===== src/rtl/addr_match_pkg.sv =====
// Shared types for the masked multi-slot address matcher.
package addr_match_pkg;

    // Per-slot comparison result: own-address route and general-call route.
    typedef struct packed {
        logic own_hit;
        logic gc_hit;
    } slot_hit_t;

endpackage


===== src/rtl/amr_regfile.sv =====
// Configuration storage: one address register and one mask register per slot.
// Assumes a single write port; reads are combinational from the selected bank.
// Mask bit 0 is not stored and reads back as 0.
module amr_regfile #(
    parameter int NUM_SLOTS = 4,
    parameter int BYTE_W    = 8,
    parameter int IDX_W     = 2
) (
    input  logic                               clk,
    input  logic                               rst_n,
    input  logic                               cfg_we,
    input  logic                               cfg_is_mask,
    input  logic [IDX_W-1:0]                   cfg_idx,
    input  logic [BYTE_W-1:0]                  cfg_wdata,
    output logic [BYTE_W-1:0]                  cfg_rdata,
    output logic [NUM_SLOTS-1:0][BYTE_W-1:0]   adr_q,
    output logic [NUM_SLOTS-1:0][BYTE_W-1:0]   msk_q
);

    for (genvar s = 0; s < NUM_SLOTS; s++) begin : g_slot
        // Address register of slot s: full byte, bit 0 is the general-call enable.
        always_ff @(posedge clk) begin
            if (!rst_n) begin
                adr_q[s] <= '0;
            end else if (cfg_we && !cfg_is_mask && (cfg_idx == IDX_W'(s))) begin
                adr_q[s] <= cfg_wdata;
            end
        end

        // Mask register of slot s: bits above 0 only, bit 0 held at zero.
        always_ff @(posedge clk) begin
            if (!rst_n) begin
                msk_q[s] <= '0;
            end else if (cfg_we && cfg_is_mask && (cfg_idx == IDX_W'(s))) begin
                msk_q[s] <= {cfg_wdata[BYTE_W-1:1], 1'b0};
            end
        end
    end

    // Read mux over the selected bank and slot.
    always_comb begin
        cfg_rdata = cfg_is_mask ? msk_q[cfg_idx] : adr_q[cfg_idx];
    end

endmodule


===== src/rtl/amr_slot_cmp.sv =====
// Compares one received address byte against one slot.
// Assumes bit 0 of the byte is the direction bit and is never compared.
// Own-address route is active only for a nonzero address field; the
// general-call route ignores the mask.
module amr_slot_cmp
    import addr_match_pkg::*;
#(
    parameter int BYTE_W = 8
) (
    input  logic [BYTE_W-1:0] adr_cfg,
    input  logic [BYTE_W-1:0] msk_cfg,
    input  logic [BYTE_W-1:0] rx_byte,
    output slot_hit_t         hit
);

    localparam int FIELD_W = BYTE_W - 1;

    logic [FIELD_W-1:0] rx_field;
    logic [FIELD_W-1:0] own_field;
    logic [FIELD_W-1:0] care_diff;

    // Masked difference between received and own address fields.
    always_comb begin
        rx_field    = rx_byte[BYTE_W-1:1];
        own_field   = adr_cfg[BYTE_W-1:1];
        care_diff   = (rx_field ^ own_field) & ~msk_cfg[BYTE_W-1:1];
        hit.own_hit = (|own_field) && (care_diff == '0);
        hit.gc_hit  = adr_cfg[0] && (rx_field == '0);
    end

endmodule


===== src/rtl/amr_resolve.sv =====
// Merges per-slot results into one decision and registers it on the strobe.
// Assumes at most one strobe per cycle; outputs hold between strobes.
module amr_resolve
    import addr_match_pkg::*;
#(
    parameter int NUM_SLOTS = 4,
    parameter int BYTE_W    = 8,
    parameter int IDX_W     = 2
) (
    input  logic                        clk,
    input  logic                        rst_n,
    input  logic                        stb,
    input  logic [BYTE_W-1:0]           rx_byte,
    input  slot_hit_t [NUM_SLOTS-1:0]   hits,
    output logic                        ack_q,
    output logic                        gc_q,
    output logic [IDX_W-1:0]            idx_q,
    output logic [BYTE_W-1:0]           held_q
);

    logic             ack_d;
    logic             gc_d;
    logic [IDX_W-1:0] idx_d;

    // Lowest-index priority search and OR of both match routes.
    always_comb begin
        ack_d = 1'b0;
        gc_d  = 1'b0;
        idx_d = '0;
        for (int i = NUM_SLOTS - 1; i >= 0; i--) begin
            if (hits[i].own_hit || hits[i].gc_hit) begin
                idx_d = IDX_W'(i);
                ack_d = 1'b1;
            end
            if (hits[i].gc_hit) begin
                gc_d = 1'b1;
            end
        end
    end

    // Decision registers, updated only when a byte is strobed in.
    always_ff @(posedge clk) begin
        if (!rst_n) begin
            ack_q <= 1'b0;
            gc_q  <= 1'b0;
            idx_q <= '0;
        end else if (stb) begin
            ack_q <= ack_d;
            gc_q  <= gc_d;
            idx_q <= idx_d;
        end
    end

    // Copy of the last accepted byte, direction bit included.
    always_ff @(posedge clk) begin
        if (!rst_n) begin
            held_q <= '0;
        end else if (stb && ack_d) begin
            held_q <= rx_byte;
        end
    end

endmodule


===== src/rtl/addr_slot_matcher.sv =====
// Top of the masked multi-slot target address matcher.
// Assumes the address byte arrives fully shifted in with a one-cycle strobe;
// decision outputs are valid one clock after that strobe.
module addr_slot_matcher
    import addr_match_pkg::*;
#(
    parameter int NUM_SLOTS = 4,
    parameter int BYTE_W    = 8,
    localparam int IDX_W    = $clog2(NUM_SLOTS),
    localparam int SEL_W    = IDX_W + 1
) (
    input  logic              clk,
    input  logic              rst_n,
    input  logic              cfg_we,
    input  logic [SEL_W-1:0]  cfg_sel,
    input  logic [BYTE_W-1:0] cfg_wdata,
    output logic [BYTE_W-1:0] cfg_rdata,
    input  logic [BYTE_W-1:0] addr_byte,
    input  logic              addr_stb,
    output logic              ack,
    output logic              gc_hit,
    output logic [IDX_W-1:0]  hit_slot,
    output logic [BYTE_W-1:0] held_byte
);

    logic [NUM_SLOTS-1:0][BYTE_W-1:0] adr_q;
    logic [NUM_SLOTS-1:0][BYTE_W-1:0] msk_q;
    slot_hit_t [NUM_SLOTS-1:0]        hits;

    amr_regfile #(
        .NUM_SLOTS (NUM_SLOTS),
        .BYTE_W    (BYTE_W),
        .IDX_W     (IDX_W)
    ) u_regs (
        .clk         (clk),
        .rst_n       (rst_n),
        .cfg_we      (cfg_we),
        .cfg_is_mask (cfg_sel[SEL_W-1]),
        .cfg_idx     (cfg_sel[IDX_W-1:0]),
        .cfg_wdata   (cfg_wdata),
        .cfg_rdata   (cfg_rdata),
        .adr_q       (adr_q),
        .msk_q       (msk_q)
    );

    for (genvar s = 0; s < NUM_SLOTS; s++) begin : g_cmp
        amr_slot_cmp #(
            .BYTE_W (BYTE_W)
        ) u_cmp (
            .adr_cfg (adr_q[s]),
            .msk_cfg (msk_q[s]),
            .rx_byte (addr_byte),
            .hit     (hits[s])
        );
    end

    amr_resolve #(
        .NUM_SLOTS (NUM_SLOTS),
        .BYTE_W    (BYTE_W),
        .IDX_W     (IDX_W)
    ) u_res (
        .clk     (clk),
        .rst_n   (rst_n),
        .stb     (addr_stb),
        .rx_byte (addr_byte),
        .hits    (hits),
        .ack_q   (ack),
        .gc_q    (gc_hit),
        .idx_q   (hit_slot),
        .held_q  (held_byte)
    );

endmodule


===== config.mk =====
export PLATFORM = sky130hd
export DESIGN_NAME = addr_slot_matcher
export DESIGN_NICKNAME = d
export VERILOG_FILES = /design/src/rtl/addr_match_pkg.sv /design/src/rtl/amr_regfile.sv /design/src/rtl/amr_slot_cmp.sv /design/src/rtl/amr_resolve.sv /design/src/rtl/addr_slot_matcher.sv
export SDC_FILE = /design/constraint.sdc
export NUM_CORES = 1
export LEC_CHECK = 0
export BUFFER_PORTS_ARGS = -buffer_cell sky130_fd_sc_hd__buf_2
export CAP_MARGIN = 15
export CORE_ASPECT_RATIO = 1.1
export CORE_MARGIN = 2
export CORE_UTILIZATION = 58
export DETAILED_ROUTE_END_ITERATION = 8
export GPL_ROUTABILITY_DRIVEN = 0
export HOLD_SLACK_MARGIN = 0.12
export PLACE_DENSITY = 0.79
export SYNTH_ARGS = -nofsm -noshare
export SYNTH_HDL_FRONTEND = slang
export SYNTH_SLANG_ARGS = --single-unit
export TNS_END_PERCENT = 5

===== constraint.sdc =====
create_clock -name clk -period 2.2 [get_ports clk]
set_input_delay 0.11 -clock clk [delete_from_list [all_inputs] [get_ports clk]]
set_output_delay 0.11 -clock clk [all_outputs]
set_load 0.03 [all_outputs]

; ---- Word-level counts from Yosys, hierarchy flattened
; Index checks and enable logic that the tools add are counted.
[op_classes]
reduce_logical = 34
magnitude_cmp = 1
eq_ne = 3
muxes = 17
n_bitwise = 12
[op_table]
columns = cell, count
row1 = $logic_not 7->1, 5
row2 = $bmux 8 s2, 2
row3 = $and 7x7->7, 4
row4 = $not 7->7, 4
row5 = $reduce_or 7->1, 4
row6 = $xor 7x7->7, 4
row7 = $mux 8, 3
row8 = $logic_and 1x1->1, 19
row9 = $mux 1, 8
row10 = $mux 2, 4
row11 = $eq 2x2->1 const B, 2
row12 = $logic_or 1x1->1, 4
row13 = $lt 2x3->1 const B, 1
row14 = $eq 2x1->1 const B, 1
row15 = $logic_not 2->1, 1
row16 = $logic_not 1->1, 1
[totals]
out_inout_bits = 20
regBits = 72

; ---- Depth between registers and ports, before layout
; Gate-level depths: netlist (run 1).
[depth]
depth_word = 10
mapped_depth = 8
ltp_nobuf = 7

; ---- Modules after synthesis
; From an unflattened synthesis (run 1), not the netlist that was laid out.
[hier_totals]
hier_cells = 400
area_unflattened_um2 = 3978.8
[modules_own_cells]
columns = module, n_inst, area_per_inst_um2, seq_area_each_um2, cells_per_inst
row1 = amr_regfile, 1, 2924.1, 1201.2, 271
row2 = amr_slot_cmp, 4, 133.9, 0.0, 18
row3 = amr_resolve, 1, 519.2, 240.2, 57

; ---- Worst setup path after synthesis (run 1)
; Ideal clock, no wire load.
[synth_timing]
path_kind = register to register
startpoint = register u_regs.adr_q[27] (netlist bit)
endpoint = register u_res.held_q[0]
path_stages_with_launch = 8
path_slack_ps = 353
arrival_time_ps = 1775
period_less_slack_ps = 1847
path_cell_list = dfxtp_1 -> or4_1 -> nor4_1 -> nor3_1 -> nand2_1 -> nand3_1 -> a21oi_4 -> mux2i_1
[synth_via]
elab_chain_len = 10
word_cells_on_any_way = 11
cone_classes = mux (4) / bitwise (2) / reduce/logical (5)
[synth_rtl]
columns = item, line_no
row1 = "start, declared", amr_regfile.sv:16  ; output logic [NUM_SLOTS-1:0][BYTE_W-1:0] adr_q,
row2 = "start signal, assigned by index", amr_regfile.sv:26  ; adr_q[s] <= cfg_wdata;
row3 = $xor 7x7->7, amr_slot_cmp.sv:26  ; care_diff = (rx_field ^ own_field) & ~msk_cfg[BYTE_W-1:1];
row4 = $and 7x7->7, amr_slot_cmp.sv:26
row5 = $logic_not 7->1, amr_slot_cmp.sv:27  ; hit.own_hit = (|own_field) && (care_diff == '0);
row6 = $logic_and 1x1->1 (*), amr_slot_cmp.sv:27
row7 = $logic_or 1x1->1 (*), amr_resolve.sv:31  ; if (hits[i].own_hit || hits[i].gc_hit) begin
row8 = $mux 1 (*) (4 in series), amr_resolve.sv:31
row9 = $logic_and 1x1->1 (*), amr_resolve.sv:58  ; end else if (stb && ack_d) begin
row10 = "end signal, assigned", amr_resolve.sv:59  ; held_q <= rx_byte;
row11 = "end, declared", amr_resolve.sv:18  ; output logic [BYTE_W-1:0] held_q
; Mark *: on every way between the ends. The rest lies on a longest branch, timed or not.
; A chain may end at the register's enable or synchronous reset.

; ---- Worst setup path in the final report (run 1)
[layout_timing]
startpoint = input port addr_byte[5]
endpoint = register u_res.held_q[4]
[layout_via]
elab_chain_len = 10
word_cells_on_any_way = 30
cone_classes = mux (4) / bitwise (8) / reduce/logical (18)
[layout_rtl]
columns = item, line_no
row1 = "start, declared", addr_slot_matcher.sv:18  ; input logic [BYTE_W-1:0] addr_byte,
row2 = $xor 7x7->7, amr_slot_cmp.sv:26
row3 = $and 7x7->7, amr_slot_cmp.sv:26
row4 = $logic_not 7->1, amr_slot_cmp.sv:27
row5 = $logic_and 1x1->1, amr_slot_cmp.sv:27
row6 = $logic_or 1x1->1, amr_resolve.sv:31
row7 = $mux 1 (3 in series), amr_resolve.sv:31
row8 = $mux 1 (*), amr_resolve.sv:31
row9 = $logic_and 1x1->1 (*), amr_resolve.sv:58
; Marks and branches as above.

==> results of run 1 <==
==> metrics by stage <==
step	TNS, ns	worst slack (ns)
3_3_place_gp	0	0.2399
5_1_grt	-0.06638	-0.03567
6_report	-0.01440	-0.006137
4_1_cts	0	0.1065
3_5_place_dp	0	0.1844
2_1_floorplan	0	0.3531
==> state kept, by name (all words and copies together) (netlist names) <==
signal and flops:
u_regs.adr_q 32, u_regs.msk_q 28, u_res.held_q 8, u_res.idx_q 2, u_res.ack_q 1, u_res.gc_q 1
==> layout by cell type (no fill, tap or decap), types with 4 or more instances in the layout <==
| master | n |
|---|---|
| and2_1 | 4 |
| a21boi_1 | 15 |
| nor3_1 | 5 |
| mux2_2 | 7 |
| clkbuf_8 | 10 |
| buf_4 | 12 |
| nand3_1 | 5 |
| o22ai_1 | 12 |
| buf_2 | 39 |
| nand2_1 | 102 |
| mux2i_1 | 29 |
| dfxtp_1 | 72 |
| xnor2_1 | 28 |
| a21boi_0 | 25 |
| nor2_1 | 9 |
| dlygate4sd3_1 | 13 |
| nor2b_1 | 26 |
| mux4_2 | 15 |
==> area by class of cell <==
cell class | count | share of cell area [%]
timing repair buffer | 68 | 10.33
sequential | 72 | 32.25
tap | 82 | 2.296
multi-input combinational | 311 | 50.25
inverter | 1 | 0.08399
clock inverter | 3 | 1.456
clock buffer | 13 | 3.331
==> kinds of logic after synthesis <==
family          count (synthesis)
compound gates                 67
flops                          72
mux                            51
simple gates                  165
xor+xnor                       28
buf+inv                        32
==> routing by layer <==
metal  up-vias  routed length, um  track usage, %
li1       1534                  -               -
met1      1626               4166           38.73
met2       168               5410           51.19
met3        48                922           6.667
met4         0                488           15.41
met5         -                  0               0
==> worst register-to-register path: stages, from the launching register on <==
cell     delay [ns]
dfxtp_1        0.35
or4_1          0.59
nor4_2         0.17
nor3_1         0.09
nand2_1        0.08
nand3_1        0.12
a21oi_4        0.35
mux2i_1        0.24
==> repair_timing <==
action | 4_1_cts | 5_1_grt
hold endpoints to repair | 31 | 0
hold buffers | 14 | 0
gates resized for setup | 0 | 11
setup buffers | 0 | 9
endpoints found under the setup margin | 0 | 9
==> how the worst max path moves through the flow <==
stage	to	slack (ns)	cells past startpoint
final	u_res.held_q[4]$_SDFFE_PN0P_	-0.006	9
after global placement	u_res.held_q[0]$_SDFFE_PN0P_	0.24	7
after detailed placement	u_res.held_q[7]$_SDFFE_PN0P_	0.18	7
after CTS	u_res.held_q[4]$_SDFFE_PN0P_	0.11	8
after floorplan	u_res.held_q[0]$_SDFFE_PN0P_	0.35	7
after global routing	u_res.idx_q[0]$_SDFFE_PN0P_	-0.04	9
==> power by group through the flow <==
stage | sequential [mW] | clock, mW | combinational (mW)
2_1_floorplan | 1.38 | 0 | 0.227
3_3_place_gp | 1.39 | 0 | 0.297
3_5_place_dp | 1.39 | 0 | 0.303
4_1_cts | 1.36 | 1.15 | 0.323
5_1_grt | 1.36 | 1.21 | 0.366
6_report | 1.36 | 1.15 | 0.345
==> impl_metrics.env, run 1 <==
export IMPL_cpPeakStageDelay_ns=0.57
export IMPL_setup_viol=5
export IMPL_p_seq_share_pct=47.7
export IMPL_yosys_top_cells_count="102 x nand2_1, 72 x dfxtp_1, 29 x mux2i_1, 28 x xnor2_1, 26 x nor2b_1"
export IMPL_path_class="in -> reg"
export IMPL_r2r_end="u_res.held_q[4]$_SDFFE_PN0P_"
export IMPL_clk_pin_slew_ns=0.07
export IMPL_final_area_um2=4469
export IMPL_ios=43
export IMPL_num_vias=3376
export IMPL_synth_distinct_cells=39
export IMPL_drtPass1Iterations=5
export IMPL_vias_per_cell=6.138
export IMPL_grt_usage_pct=31.12
export IMPL_synthAdderAreaFrac_pct=0
export IMPL_synth_nets=438
export IMPL_fin_skew_ns=0.007043
export IMPL_synth_main_ff_cell="dfxtp_1"
export IMPL_ant_nets=0
export IMPL_p_total_mw=2.853
export IMPL_clock_tree_root_cell="clkbuf_8"
export IMPL_synth_edff_count=0
export IMPL_hold_end="u_res.held_q[1]$_SDFFE_PN0P_"
export IMPL_die_area_um2=7252
export IMPL_sw_frac_of_total_pct=24.54
export IMPL_die_h_um=89.12
export IMPL_cap_violations=0
export IMPL_cts_buffer_depth=2
export IMPL_synth_area_um2=3820
export IMPL_combPwrFrac_pct=12.1
export IMPL_antenna_found_initial=0
export IMPL_synth_top_area_share_pct=37.73
export IMPL_clock_sinks=72
export IMPL_yosys_warnings=0
export IMPL_seq_area_um2=1441
export IMPL_p_clk_share_pct=40.3
export IMPL_slowest_stage="dlygate4sd3_1"
export IMPL_start_util_pct=58.97
export IMPL_fillerInstances=466
export IMPL_critPathLaunchType="input pin"
export IMPL_synth_simple_area_share_pct=20.14
export IMPL_synth_largest_area_cell="dfxtp_1"
export IMPL_utilization_pct=69.00
export IMPL_worst_pin_slew_ns=1.033
export IMPL_clk_insertion_delay_late_ns=0.34
export IMPL_async_reset_ff_share_pct=0
export IMPL_ys_top_cells_by_area="dfxtp_1 38%, nand2_1 10%, mux4_2 8.8%"
export IMPL_intPower_mw=2.153
export IMPL_muxShareOfSynthArea_pct=18.51
export IMPL_violations="setup timing"
export IMPL_critPathBufInv=3
export IMPL_startpoint="addr_byte[5]"
export IMPL_fin_crit_sh_pct=100.3
export IMPL_p_leak_nw=1.741
export IMPL_routedWlPerCell_um=19.97
export IMPL_placed_area_um2=4020
export IMPL_grt_overflow=0
export IMPL_min_path_cells=3
export IMPL_rr_startpoint="u_regs.adr_q[19]$_SDFFE_PN0P_"
export IMPL_area_delta_synth_final_pct=17.00
export IMPL_dieWidth_um=81.38
export IMPL_crit_fanout=8
export IMPL_required_ns=2.42
export IMPL_postSynthCellCount=415
export IMPL_multi_input_area_um2=2246
export IMPL_yosysMostFrequentCell="nand2_1"
export IMPL_relSlewSlack_pct=30.59
export IMPL_p_per_area_nw_per_um2=638.3
export IMPL_dp_hpwl_um=7417
export IMPL_synth_top_family_by_area="simple AND/OR/NAND/NOR gates"
export IMPL_dp_cells=511
export IMPL_critical_path_arrival_ns=2.43
export IMPL_synth_compound_area_share_pct=13.56
export IMPL_cts_made_buffers=9
export IMPL_run_status="finished, violations left"
export IMPL_layout_setup_ws_ns=-0.006137
export IMPL_synth_seq_area_share_pct=37.73
export IMPL_post_route_drc_count=0
export IMPL_irDropWorstVdd_v=0.0004690
export IMPL_drt_total_wl_um=10990
export IMPL_synth_xor_area_share_pct=6.420
export IMPL_core_um2=6477
export IMPL_critPathTopFamily="buffers and inverters"
export IMPL_fin_crit_ns=2.206
export IMPL_htree_levels=3
export IMPL_worstHoldPathType="in -> reg"
export IMPL_drv_slew=0
export IMPL_port_buffers=42
export IMPL_hp_start="addr_byte[1]"
export IMPL_final_nets=486
export IMPL_p_switching_uw=700.1
export IMPL_reg2reg_slack_ns=0.16
export IMPL_syn_area_per_cell_um2=9.205
export IMPL_fmax_mhz=453.3
export IMPL_row_count=31
export IMPL_fin_hold_ws_ns=0.1464
export IMPL_finalNonFillerCells=550
export IMPL_finalHoldViolations=0
export IMPL_dr_first_iter_drc_count=346
export IMPL_cts_tree="built"
export IMPL_rr_worst_depth=7
export IMPL_antennaDiodeCount=0
export IMPL_end_kind="register"
export IMPL_layout_drive_gt1_share_pct=20.73
export IMPL_grt_pass1_wl_um=16430
export IMPL_crit_chain="dlygate4sd3_1 > buf_6 > or4_4 > nor4_4 > buf_4 > o21ai_2 > a31oi_4 > a21oi_4 > mux2i_1"
export IMPL_grt_start_max_net_pins=37
export IMPL_synth_ff_latch_count=72
export IMPL_grt_pass1_vias=3054
Power figures use the tool's default switching activity.
==> run 2: changes to the inputs <==
--- a/config.mk
+++ b/config.mk
@@ -14,7 +14,7 @@
 export GPL_ROUTABILITY_DRIVEN = 0
 export HOLD_SLACK_MARGIN = 0.12
 export PLACE_DENSITY = 0.79
+export SETUP_SLACK_MARGIN = 0.4
 export SYNTH_ARGS = -nofsm -noshare
 export SYNTH_HDL_FRONTEND = slang
 export SYNTH_SLANG_ARGS = --single-unit
-export TNS_END_PERCENT = 5
==> run 2 against run 1 <==
  * Largest cell class unchanged
  * Clock skew about the same
  * Clock-buffer cell count down 1
  * The run now ends clean
  * Sequential share of layout area decreased by 0.17 points
  * Global-route usage increased by 0.14 points
==> impl_metrics.env, run 2 (synthesis results as in run 1) <==
export IMPL_run_status="completed"
export IMPL_wl_met2_um=5265
export IMPL_intPower_mw=1.950
export IMPL_row_count=31
export IMPL_required_ns=2.47
export IMPL_fin_crit_ns=1.968
export IMPL_rr_startpoint="u_regs.adr_q[28]$_SDFFE_PN0P_"
export IMPL_sw_frac_of_total_pct=26.63
export IMPL_grt_start_max_net_pins=43
export IMPL_drv_slew=0
export IMPL_layout_drive_gt1_share_pct=23.93
export IMPL_finalHoldViolations=0
export IMPL_vias_per_cell=6.165
export IMPL_grt_usage_pct=31.27
export IMPL_fin_crit_sh_pct=89.46
export IMPL_clock_sinks=72
export IMPL_top_layer_used="met4"
export IMPL_worst_pin_slew_ns=0.7020
export IMPL_grt_pass1_wl_um=16660
export IMPL_irDropWorstVdd_v=0.0004308
export IMPL_rsz0062_at_grt="yes"
export IMPL_largest_reg_flops=32
export IMPL_relSlewSlack_pct=53.20
export IMPL_final_cell_mix="102 x nand2_1, 64 x dfxtp_1, 40 x buf_2"
export IMPL_final_nets=487
export IMPL_clock_tree_root_cell="clkbuf_8"
export IMPL_worstHoldPathType="in -> reg"
export IMPL_seq_area_um2=1451
export IMPL_slowest_stage="or4_1"
export IMPL_num_vias=3391
export IMPL_critPathLaunchType="register"
export IMPL_port_buffers=42
export IMPL_crit_chain="or4_1 > nor4_2 > nor3_1 > nand2_1 > nand3_2 > a21oi_4 > buf_12 > mux2i_2"
export IMPL_grt_overflow=0
export IMPL_startpoint="u_regs.adr_q[28]$_SDFFE_PN0P_"
export IMPL_p_per_area_nw_per_um2=587.5
export IMPL_setup_viol=0
export IMPL_cts_made_buffers=9
export IMPL_ios=43
export IMPL_area_delta_synth_final_pct=18.44
export IMPL_fmax_mhz=508.1
export IMPL_crit_fanout=8
export IMPL_combPwrFrac_pct=13.3
export IMPL_p_switching_uw=708.0
export IMPL_critical_path_arrival_ns=2.24
export IMPL_fillerInstances=476
export IMPL_die_area_um2=7252
export IMPL_htree_levels=3
export IMPL_wl_met3_um=941
export IMPL_post_route_drc_count=0
export IMPL_finalNonFillerCells=550
export IMPL_hp_start="addr_byte[7]"
export IMPL_cap_violations=0
export IMPL_antenna_found_initial=0
export IMPL_grt_pass1_vias=3249
export IMPL_p_leak_nw=1.750
export IMPL_p_seq_share_pct=51.2
export IMPL_dp_cells=514
export IMPL_cts_buffer_depth=2
export IMPL_ant_nets=0
export IMPL_end_kind="register"
export IMPL_start_util_pct=58.97
export IMPL_p_clk_share_pct=35.6
export IMPL_drt_total_wl_um=10920
export IMPL_cpPeakStageDelay_ns=0.52
export IMPL_cts_tree="built"
export IMPL_setup_tns_final_ns=0
export IMPL_fin_skew_ns=0.006575
export IMPL_dp_hpwl_um=7395
export IMPL_m1WireLength_um=4204
export IMPL_routedWlPerCell_um=19.86
export IMPL_antennaDiodeCount=0
export IMPL_largest_register="u_regs.adr_q"
export IMPL_die_h_um=89.12
export IMPL_dr_first_iter_drc_count=433
export IMPL_drtPass1Iterations=5
export IMPL_clk_pin_slew_ns=0.07
export IMPL_dieWidth_um=81.38
export IMPL_path_class="reg -> reg"
export IMPL_final_common_cell="nand2_1"
export IMPL_core_um2=6477
export IMPL_clk_insertion_delay_late_ns=0.35
export IMPL_reg_top3="u_regs.adr_q x32, u_regs.msk_q x28, u_res.held_q x8"
export IMPL_multi_input_area_um2=2288
==> run 2: cell types whose count changed in the layout (fill, tap and decap cells not counted), sizes merged <==
cell | previous run | this run
buf | 54 | 55
bufinv | 2 | 0
clkbuf | 13 | 12
clkinv | 1 | 2
clkinvlp | 0 | 1
dlygate4sd3 | 13 | 14
dlymetal6s4s | 1 | 0
==> run 2: stage by stage <==
step	setup slack (ns)	hold slack, ns	instance area (um2)	power, mW	utilization, %
6_report	0.2318	0.1241	4524	2.658	69.85
5_1_grt	0.1286	0.1342	4524	2.732	69.85
4_1_cts	0.2946	0.1246	4441	2.630	68.55
3_5_place_dp	0.2070	0.3632	4074	1.700	62.89
3_3_place_gp	0.2776	0.3551	4074	1.693	62.89
2_1_floorplan	0.3932	0.2448	3826	1.608	-
==> run 2: timing repair <==
item	4_1_cts	5_1_grt
gates resized for setup	3	20
buffers inserted	5	2
hold endpoints to repair	32	0
hold buffers	14	0
pin swaps	4	0
setup endpoints to repair	10	15
==> run 2: path summary, 6_finish.rpt <==
path,endpoint,slack [ns],depth (start not counted)
hold reg to reg,u_res.held_q[0]$_SDFFE_PN0P_,0.46,2
setup / recovery,u_res.held_q[3]$_SDFFE_PN0P_,0.23,8
setup reg to reg,u_res.held_q[3]$_SDFFE_PN0P_,0.23,8
hold / removal,u_res.held_q[7]$_SDFFE_PN0P_,0.12,3
==> run 2: critical path: cells and delay by family (launching register included) <==
family	cells	cell delay, ns
AND/OR/NAND/NOR	5	1.00
flip-flops	1	0.34
multiplexers	1	0.21
AO/OA/AOI/OAI	1	0.19
buffers and inverters	1	0.15
==> run 2: layout make-up <==
class / count / area share (%)
sequential: 72 / 32.08
tap: 82 / 2.268
clock buffer: 12 / 3.429
timing repair buffer: 69 / 11.17
clock inverter: 3 / 0.3872
inverter: 1 / 0.08296
multi-input combinational: 311 / 50.58
==> run 2: per-layer routing <==
metal	vias to the layer above	global-route usage, %
met3	44	6.667
met2	184	50.67
met4	0	15.72
met1	1628	39.49
met5	-	0
li1	1535	-
==> run 2: power groups by stage <==
stage / combinational (mW) / sequential [mW] / clock [mW]
floorplan: 0.227 / 1.38 / 0
detailed placement: 0.313 / 1.39 / 0
global placement: 0.308 / 1.39 / 0
global route: 0.378 / 1.36 / 0.992
finish: 0.353 / 1.36 / 0.945
CTS: 0.336 / 1.36 / 0.937
==> run 3: changes to the inputs <==
--- a/config.mk
+++ b/config.mk
@@ -7,13 +7,14 @@
 export LEC_CHECK = 0
 export BUFFER_PORTS_ARGS = -buffer_cell sky130_fd_sc_hd__buf_2
 export CAP_MARGIN = 15
-export CORE_ASPECT_RATIO = 1.1
+export CORE_ASPECT_RATIO = 0.6
 export CORE_MARGIN = 2
 export CORE_UTILIZATION = 58
 export DETAILED_ROUTE_END_ITERATION = 8
 export GPL_ROUTABILITY_DRIVEN = 0
 export HOLD_SLACK_MARGIN = 0.12
 export PLACE_DENSITY = 0.79
+export REMOVE_ABC_BUFFERS = 1
 export SETUP_SLACK_MARGIN = 0.4
 export SYNTH_ARGS = -nofsm -noshare
 export SYNTH_HDL_FRONTEND = slang
==> run 3 against run 2 <==
  * Critical path depth unchanged
  * Cell count increased by 0.91%
  * Largest power group unchanged
  * Wire length increased by 8.3%
  * Setup slack got worse by 0.098 ns
  * Clock-buffer cell count decreased by 2
  * Non-clock buffer count increased by 2
  * Hold slack improved by 0.091 ns
  * Power increased by 13%
  * Utilization increased by 4.6 points
  * Via count increased by 3.3%
  * Largest cell class unchanged
  * Combinational power increased by 4%
  * Critical path type unchanged
==> impl_metrics.env, run 3 (synthesis results as in run 1) <==
export IMPL_setup_tns_final_ns=0
export IMPL_critical_path_endpoint="u_res.held_q[1]$_SDFFE_PN0P_"
export IMPL_rr_worst_depth=8
export IMPL_crit_fanout=8
export IMPL_num_vias=3503
export IMPL_setup_viol=0
export IMPL_final_cell_mix="102 x nand2_1, 56 x dfxtp_1, 39 x buf_2"
export IMPL_path_class="reg -> reg"
export IMPL_vias_per_cell=6.312
export IMPL_core_um2=6248
export IMPL_dr_first_iter_drc_count=460
export IMPL_row_count=22
export IMPL_fin_crit_ns=2.066
export IMPL_final_common_cell="nand2_1"
export IMPL_end_kind="register"
export IMPL_final_area_um2=4651
export IMPL_min_path_cells=5
export IMPL_dp_hpwl_um=7672
export IMPL_p_leak_nw=1.799
export IMPL_largest_reg_flops=32
export IMPL_ios=43
export IMPL_placed_area_um2=4070
export IMPL_antenna_found_initial=0
export IMPL_die_area_um2=7272
export IMPL_clk_insertion_delay_late_ns=0.37
export IMPL_ant_nets=0
export IMPL_dieWidth_um=108.8
export IMPL_fin_hold_ws_ns=0.2153
export IMPL_htree_levels=3
export IMPL_die_h_um=66.86
export IMPL_grt_pass1_wl_um=17720
export IMPL_fmax_mhz=484.0
export IMPL_critical_path_arrival_ns=2.36
export IMPL_grt_overflow=0
export IMPL_largest_register="u_regs.adr_q"
export IMPL_p_per_area_nw_per_um2=643.5
export IMPL_grt_usage_pct=33.94
export IMPL_area_delta_synth_final_pct=21.75
export IMPL_slowest_stage="or4_4"
export IMPL_run_status="completed"
export IMPL_critPathTopFamily="simple AND/OR/NAND/NOR gates"
export IMPL_start_util_pct=61.13
export IMPL_post_route_drc_count=0
export IMPL_fillerInstances=452
export IMPL_cp_depth=8
export IMPL_reg2reg_slack_ns=0.13
export IMPL_r2r_end="u_res.held_q[1]$_SDFFE_PN0P_"
export IMPL_layout_drive_gt1_share_pct=25.90
export IMPL_cap_violations=0
export IMPL_routedWlPerCell_um=21.32
export IMPL_drt_total_wl_um=11830
export IMPL_drtPass1Iterations=5
export IMPL_rr_startpoint="u_regs.adr_q[27]$_SDFFE_PN0P_"
export IMPL_cpPeakStageDelay_ns=0.56
export IMPL_clock_sinks=72
export IMPL_p_total_mw=2.993
export IMPL_rsz0062_at_grt="yes"
export IMPL_cts_buffer_depth=2
export IMPL_antennaDiodeCount=0
export IMPL_fin_skew_ns=0.007561
export IMPL_worstHoldPathType="in -> reg"
export IMPL_port_buffers=42
export IMPL_cts_made_buffers=9
export IMPL_utilization_pct=74.43
export IMPL_critPathBufInv=1
export IMPL_relSlewSlack_pct=52.07
export IMPL_finalHoldViolations=0
export IMPL_worst_pin_slew_ns=0.7163
export IMPL_grt_start_max_net_pins=81
export IMPL_clock_tree_root_cell="clkbuf_8"
export IMPL_cts_tree="built"
export IMPL_reg_top3="u_regs.adr_q x32, u_regs.msk_q x28, u_res.held_q x8"
export IMPL_crit_chain="or4_4 > nor4_4 > nor3_2 > nand2_1 > nand3_2 > a21oi_4 > buf_12 > mux2i_1"
export IMPL_grt_pass1_vias=3280
export IMPL_irDropWorstVdd_v=0.0005080
export IMPL_startpoint="u_regs.adr_q[27]$_SDFFE_PN0P_"
export IMPL_drv_slew=0
export IMPL_required_ns=2.49
export IMPL_clk_pin_slew_ns=0.08
export IMPL_fin_crit_sh_pct=93.92
export IMPL_final_nets=489
export IMPL_critPathLaunchType="register"
==> run 3: changes by cell type in the layout (fill, tap and decap cells not counted), sizes merged <==
| cell | change |
|---|---|
| buf | -1 |
| clkbuf | -2 |
| dlygate4sd3 | +3 |
| bufinv | +3 |
==> run 3: cell type report <==
cell class | count | area (um2) | share of cell area (%)
clock buffers | 10 | 127.6 | 2.744
clock inverters | 6 | 107.6 | 2.314
inverters | 1 | 3.754 | 0.08071
multi-input cells | 311 | 2307 | 49.61
flip-flops and latches | 72 | 1469 | 31.58
well taps | 84 | 105.1 | 2.260
repair buffers | 71 | 530.5 | 11.41
==> run 3: per-layer routing <==
layer / routed length (um) / vias up / global-route usage (%)
met5: 0 / - / 0
met3: 1713 / 45 / 14.19
li1: - / 1532 / -
met2: 5176 / 286 / 50.63
met1: 4646 / 1640 / 44.42
met4: 295 / 0 / 11.38
==> run 3: repair_timing <==
action,in CTS,in global routing
setup endpoints to repair,13,18
resized for setup,12,29
buffers inserted,3,3
hold endpoints to repair,49,0
pin swaps,6,5
hold buffers,17,0
==> run 3: how the worst min path moves through the flow <==
stage | end | slack, ns | start
final | u_regs.adr_q[0]$_SDFFE_PN0P_ | 0.22 | cfg_we
after global routing | u_regs.adr_q[25]$_SDFFE_PN0P_ | 0.25 | rst_n
after detailed placement | u_res.held_q[0]$_SDFFE_PN0P_ | 0.39 | addr_byte[0]
after global placement | u_res.held_q[0]$_SDFFE_PN0P_ | 0.35 | addr_byte[0]
after CTS | u_regs.adr_q[0]$_SDFFE_PN0P_ | 0.20 | cfg_we
after floorplan | u_res.ack_q$_SDFFE_PN0P_ | 0.23 | rst_n
==> run 3: metrics by stage <==
step,std cells,setup WS [ns]
6_report,555,0.1337
5_1_grt,555,0.09159
4_1_cts,552,0.1889
3_5_place_dp,516,-0.03206
3_3_place_gp,516,0.2358
2_1_floorplan,384,0.3531
==> run 3: report_power, final <==
part	switching, mW	leakage, nW	internal [mW]
Sequential	0.0347	0.591	1.33
Combinational	0.200	1.09	0.167
Clock	0.516	0.116	0.749
==> run 3: worst min-delay path, delay by kind of cell <==
kind	cells	cell delay (ns)
AO/OA/AOI/OAI	1	0.05
AND/OR/NAND/NOR	3	0.24
buffers and inverters	1	0.13
